==> src/rtl/timer_pkg.sv <==
// Package: shared types for the BCD countdown timer.
// Assumes: no more than two controller states are needed.
package timer_pkg;
    typedef enum logic {
        ST_IDLE = 1'b0,
        ST_RUN  = 1'b1
    } tmr_state_t;
endpackage

==> src/rtl/tmr_key_decode.sv <==
// Module: tmr_key_decode
// Turns the one-hot key bus into a digit code, and flags whether exactly one line is up.
// Assumes: the key lines are already synchronous to clk; digit is meaningful only when valid is high.
module tmr_key_decode #(
    parameter int N_KEYS = 10,
    parameter int DW     = 4
) (
    input  logic [N_KEYS-1:0] keys,
    output logic              valid,
    output logic [DW-1:0]     digit
);
    // Purpose: exactly-one-hot detection and index encoding.
    always_comb begin
        valid = $onehot(keys);
        digit = '0;
        for (int i = 0; i < N_KEYS; i++) begin
            if (keys[i]) digit = digit | DW'(i);
        end
    end

    // a valid code must name the single raised line.
    always_comb begin
        if (valid) begin
            a_r1_digit_matches_line: assert (keys == (N_KEYS'(1) << digit))
                else $error("key decode mismatch");
        end
    end
endmodule

==> src/rtl/tmr_bcd_count.sv <==
// Module: tmr_bcd_count
// Two-digit BCD register with a broadcast load (same digit into both places) and a single-step decrement.
// Assumes: load and dec are never high together, and dec is never issued at 00 (the controller guarantees both).
module tmr_bcd_count #(
    parameter int DW = 4
) (
    input  logic          clk,
    input  logic          rst_n,
    input  logic          load,
    input  logic [DW-1:0] load_digit,
    input  logic          dec,
    output logic [DW-1:0] tens,
    output logic [DW-1:0] units,
    output logic          at_zero,
    output logic          at_one
);
    localparam logic [DW-1:0] MAX_DIGIT = DW'(9);

    // Purpose: digit registers with reset, load and BCD borrow.
    always_ff @(posedge clk) begin
        if (!rst_n) begin
            tens  <= '0;
            units <= '0;
        end else if (load) begin
            tens  <= load_digit;
            units <= load_digit;
        end else if (dec) begin
            if (units == '0) begin
                units <= MAX_DIGIT;
                tens  <= tens - DW'(1);
            end else begin
                units <= units - DW'(1);
            end
        end
    end

    // Purpose: terminal-count flags for the controller.
    always_comb begin
        at_zero = (tens == '0) && (units == '0);
        at_one  = (tens == '0) && (units == DW'(1));
    end

    // the digits never leave the BCD range.
    a_r4_bcd_range: assert property (@(posedge clk) disable iff (!rst_n)
        (tens <= MAX_DIGIT) && (units <= MAX_DIGIT))
        else $error("digit out of BCD range");

    // a decrement request never reaches a count of 00.
    a_r4_no_dec_at_zero: assert property (@(posedge clk) disable iff (!rst_n)
        dec |-> !at_zero)
        else $error("decrement below zero");
endmodule

==> src/rtl/tmr_ctrl.sv <==
// Module: tmr_ctrl
// Idle/run sequencer: issues loads in idle, decrements while running, and owns the alarm flag.
// Assumes: start and stop are sampled as levels; a held start has no further effect while running.
module tmr_ctrl
    import timer_pkg::*;
(
    input  logic clk,
    input  logic rst_n,
    input  logic start,
    input  logic stop,
    input  logic key_ok,
    input  logic at_zero,
    input  logic at_one,
    output logic load,
    output logic dec,
    output logic alarm,
    output logic running
);
    tmr_state_t state;

    // Purpose: command decode from the present state.
    always_comb begin
        running = (state == ST_RUN);
        load    = !running && !start && key_ok;
        dec     = running && !stop;
    end

    // Purpose: state and alarm register updates.
    always_ff @(posedge clk) begin
        if (!rst_n) begin
            state <= ST_IDLE;
            alarm <= 1'b0;
        end else begin
            case (state)
                ST_IDLE: begin
                    if (stop && at_zero) begin
                        alarm <= 1'b0;
                    end else if (start && at_zero) begin
                        alarm <= 1'b1;
                    end else if (start) begin
                        state <= ST_RUN;
                    end
                end
                ST_RUN: begin
                    if (!stop && at_one) begin
                        alarm <= 1'b1;
                        state <= ST_IDLE;
                    end
                end
                default: state <= ST_IDLE;
            endcase
        end
    end

    // the run state never sits on a count of 00.
    a_r5_run_nonzero: assert property (@(posedge clk) disable iff (!rst_n)
        running |-> !at_zero)
        else $error("running at zero");

    // stop seen at 00 in idle leaves the alarm low.
    a_r8_stop_clears: assert property (@(posedge clk) disable iff (!rst_n)
        (!running && stop && at_zero) |=> !alarm)
        else $error("alarm not cleared");
endmodule

==> src/rtl/bcd_alarm_timer.sv <==
// Module: bcd_alarm_timer (top)
// Keypad-loaded two-digit BCD countdown with a pause and a sticky alarm.
// Assumes: all inputs are synchronous to clk; one count step per clock cycle.
module bcd_alarm_timer #(
    parameter int N_KEYS = 10,
    parameter int DW     = 4
) (
    input  logic              clk,
    input  logic              rst_n,
    input  logic [N_KEYS-1:0] keys,
    input  logic              start,
    input  logic              stop,
    output logic [DW-1:0]     tens,
    output logic [DW-1:0]     units,
    output logic              alarm
);
    logic          key_ok;
    logic [DW-1:0] key_digit;
    logic          load, dec, running, at_zero, at_one;

    tmr_key_decode #(.N_KEYS(N_KEYS), .DW(DW)) u_dec (
        .keys  (keys),
        .valid (key_ok),
        .digit (key_digit)
    );

    tmr_bcd_count #(.DW(DW)) u_cnt (
        .clk        (clk),
        .rst_n      (rst_n),
        .load       (load),
        .load_digit (key_digit),
        .dec        (dec),
        .tens       (tens),
        .units      (units),
        .at_zero    (at_zero),
        .at_one     (at_one)
    );

    tmr_ctrl u_ctrl (
        .clk     (clk),
        .rst_n   (rst_n),
        .start   (start),
        .stop    (stop),
        .key_ok  (key_ok),
        .at_zero (at_zero),
        .at_one  (at_one),
        .load    (load),
        .dec     (dec),
        .alarm   (alarm),
        .running (running)
    );

    // a paused countdown holds both digits.
    a_r6_stop_holds: assert property (@(posedge clk) disable iff (!rst_n)
        (running && stop) |=> $stable({tens, units}))
        else $error("count moved during stop");

    // an unpaused countdown moves every cycle.
    a_r4_run_moves: assert property (@(posedge clk) disable iff (!rst_n)
        (running && !stop) |=> ({tens, units} != $past({tens, units})))
        else $error("count did not move");

    // the alarm only rises together with a count of 00.
    a_r7_alarm_at_zero: assert property (@(posedge clk) disable iff (!rst_n)
        $rose(alarm) |-> ((tens == '0) && (units == '0)))
        else $error("alarm rose away from zero");
endmodule

==> config.mk <==
export PLATFORM = sky130hd
export DESIGN_NAME = bcd_alarm_timer
export DESIGN_NICKNAME = d
export VERILOG_FILES = /design/src/rtl/timer_pkg.sv /design/src/rtl/tmr_key_decode.sv /design/src/rtl/tmr_bcd_count.sv /design/src/rtl/tmr_ctrl.sv /design/src/rtl/bcd_alarm_timer.sv
export SDC_FILE = /design/constraint.sdc
export NUM_CORES = 1
export LEC_CHECK = 0
export BUFFER_PORTS_ARGS = -buffer_cell sky130_fd_sc_hd__clkbuf_2
export CAP_MARGIN = 40
export CORE_UTILIZATION = 56
export DETAILED_ROUTE_END_ITERATION = 6
export PLACE_DENSITY = 0.84
export SLEW_MARGIN = 15
export SYNTH_ARGS = -nofsm -noshare
export SYNTH_HDL_FRONTEND = slang
export SYNTH_SLANG_ARGS = --single-unit
==> constraint.sdc <==
create_clock -name clk -period 7.7 [get_ports clk]
set_clock_uncertainty 0.15 [all_clocks]
set_input_delay 1.155 -clock clk [delete_from_list [all_inputs] [get_ports clk]]
set_output_delay 1.155 -clock clk [all_outputs]
set_load 0.01 [all_outputs]
==> results.cfg <==
[clock_tree]
cts_tree = built
cts.sinks = 10
cts-buffers-inserted = 3
h-tree-depth = 1
cts.clk_slew.worst_paths_ns = 0.07
worstSkewPairLatency_ns = 0.26
cts_setup_buffers = 0
clk_path_buf_depth = 2
cts_resized = 0
cts_hold_buffers = 0
clock_tree.root_cell = clkbuf_4

[status]
status = finished clean

[routing]
drc = 0
dr_total_vias = 793
avgRoutedWirePerCell_um = 12.2
routed_wl_mm = 1.75
first_pass_iters = 4
postRouteAntennaNets = 0
viasPerCell = 5.55
drt_first_iter_violations = 20

[hold_path]
holdPathStages = 2
hold_end = u_cnt.tens[1]
min-delay-start = u_cnt.tens[1]
hold_class = flop to flop

[critical_path]
critPathSlowestCell = fa_1
critPathCaptureType = flop
path_cells = clkbuf_2 -> inv_1 -> ha_1 -> inv_1 -> fa_1 -> fa_1 -> inv_1 -> fa_1 -> inv_1 -> fa_1 -> nor2b_1 -> a31oi_1 -> or2_1 -> a31oi_1
cp.required_ns = 7.68
critPathMaxStageDelay_ns = 0.55
r2r_cells = 6
timing.rr.end = u_ctrl.alarm
r2r_start = u_cnt.tens[0]
critPathLaunchType = input pin
regToRegSetupSlack_ns = 5.85
critPathMaxFanout = 8
critPathKind = input pin to flop
cp.arrival_ns = 4.25

[floorplanning]
die_w_um = 42.3
io_pins = 23
initial_core_util = 0.604
die_area_sq_um = 1790
row_count = 14
fp.coreArea_sq_um = 1510
die_h_um = 42.3

[grt]
grt_usage = 0.224
grt_pass1_wl_mm = 3.04
grt_pass1_vias = 736
grt_antenna_before_repair = 0
global_route.overflow_total = 0
grt_max_degree = 9

[power]
p_comb_frac = 0.556
power_w = 0.000301
p_leak_nw = 0.531
seq_power_share = 0.323
internal-power_w = 0.000166
vdd_ir_drop_max_mv = 0.147
p_per_area_nw_per_um2 = 285
p_sw_frac = 0.447
pwr-share-clk = 0.121
p_sw_w = 0.000135

[yosys]
ys_warn_count = 0
synth-seq-cells = 10
synth.distinct_cells = 32
synth_top_cell_area_share = 0.220
synth_edf_count = 0
yosysTopAreaCell = dfxtp_1
syn_area_sq_um = 910
synth_flop_cell = dfxtp_1
syn_nets = 135
ys_top_cells_by_area = dfxtp_1 (22%), ha_1 (17%), fa_1 (13%), inv_1 (9.5%), a31oi_1 (3.4%)
seq_area_frac_synth = 0.220
ys_async_sr_fraction = 0
syn_avg_cell_area_sq_um = 8.83
syn_inst = 103

[placed_design]
place_congestion = 0.847
io_buffers = 22
dp_hpwl_mm = 1.50

[timing]
setup_viol = 0
clock.fmax_mhz = 234
finalCriticalPeriod_ns = 4.27
setup_tns_ns = 0
hold_viol_final = 0
rsz0062_at_grt = false
worst_pin_slew_ns = 0.436
finalMaxSlewViolations = 0
relSlewSlack = 0.707
finalCritPeriodShare = 0.554

[cells_and_area]
final_layout_size_suffix_gt1_frac = 0.228
areaGrowthSynthToFinish_pct = 16.2
nets = 161
diodes = 0

[job]
maxCapViolCount = 0
==> flip-flops by register name, indices dropped and copies added (netlist names) <==
register / flops
u_cnt.tens: 4
u_cnt.units: 4
u_ctrl.alarm: 1
u_ctrl.running: 1
==> layer usage <==
metal / routed length, um / global-route usage / vias to the layer above / share of wire
met3: 113 / 0.0259 / 4 / 0.065
met1: 765 / 0.277 / 356 / 0.44
li1: - / - / 400 / -
met4: 33 / 0.113 / 0 / 0.019
met5: 0 / 0 / - / 0
met2: 837 / 0.382 / 33 / 0.48
==> final cells by class <==
| cell class | instances | area (sq um) |
|---|---|---|
| inverters | 23 | 86.3 |
| flip-flops and latches | 10 | 200 |
| well taps | 16 | 20.0 |
| clock buffers | 3 | 22.5 |
| repair buffers | 22 | 110 |
| multi-input cells | 69 | 618 |
| fillers | 117 | 449 |
==> power by group through the flow <==
| stage | clock network, W | logic, W | registers [W] |
|---|---|---|---|
| floorplan | 0 | 0.000112 | 0.000103 |
| global placement | 0 | 0.000161 | 0.0000974 |
| detailed placement | 0 | 0.000167 | 0.0000983 |
| CTS | 0.0000371 | 0.000169 | 0.0000970 |
| global route | 0.0000395 | 0.000189 | 0.000101 |
| finish | 0.0000364 | 0.000167 | 0.0000973 |
==> logic make-up after synthesis <==
kind of cell	count (synthesis)	share of synthesized area
DFF	10	0.220
buffers and inverters	24	0.100
adders and majority gates	18	0.297
muxes	1	0.0110
and+or+nand+nor	28	0.198
AOI/OAI and AO/OA	19	0.144
xor gates and xnor gates	3	0.0289
==> cell usage after synthesis (2+ instances only) <==
cell type	count
dfxtp_1	10
inv_1	23
o21ai_0	3
nor2b_1	2
a31oi_1	5
ha_1	12
nand3b_1	2
xor2_1	2
or2_1	2
o31ai_1	3
nor2_1	3
a21oi_1	4
nand2_1	7
nand3_1	2
fa_1	6
==> cells in the final DEF, fill, tap and decap left out, drive strengths merged, types with 3 or more instances in the layout <==
master  instances
clkbuf         25
inv            23
ha             12
dfxtp          10
nand2           7
fa              6
a31oi           5
a21oi           4
nor2            4
o31ai           3
o21ai           3
or2             3
==> stage by stage <==
stage / hold WS (ns) / setup WS (ns) / instance area (sq um) / cells / util
4_1_cts: 0.371 / 3.44 / 1060 / 143 / 0.702
3_3_place_gp: 0.329 / 3.25 / 1030 / 140 / 0.687
3_5_place_dp: 0.362 / 3.16 / 1030 / 140 / 0.687
5_1_grt: 0.402 / 3.24 / 1060 / 143 / 0.702
2_1_floorplan: 0.347 / 3.47 / 910 / 103 / -
6_report: 0.369 / 3.43 / 1060 / 143 / 0.702
==> critical path, delay by kind of cell <==
family / cells / cell delay, ns
fa+ha+maj: 5 / 1.80
simple gates: 2 / 0.48
compound gates: 2 / 0.48
buf+inv: 5 / 0.33
==> worst max-delay path by stage <==
stage               startpoint  cells past startpoint             end  slack, ns
floorplan              keys[8]                     13  u_cnt.units[2]       3.47
global placement       keys[9]                     14   u_cnt.tens[1]       3.25
detailed placement     keys[9]                     14  u_cnt.units[3]       3.16
CTS                    keys[9]                     14   u_cnt.tens[1]       3.44
global route           keys[9]                     14  u_cnt.units[0]       3.24
finish                 keys[9]                     14  u_cnt.units[3]       3.43
Power figures use the tool's default switching activity.
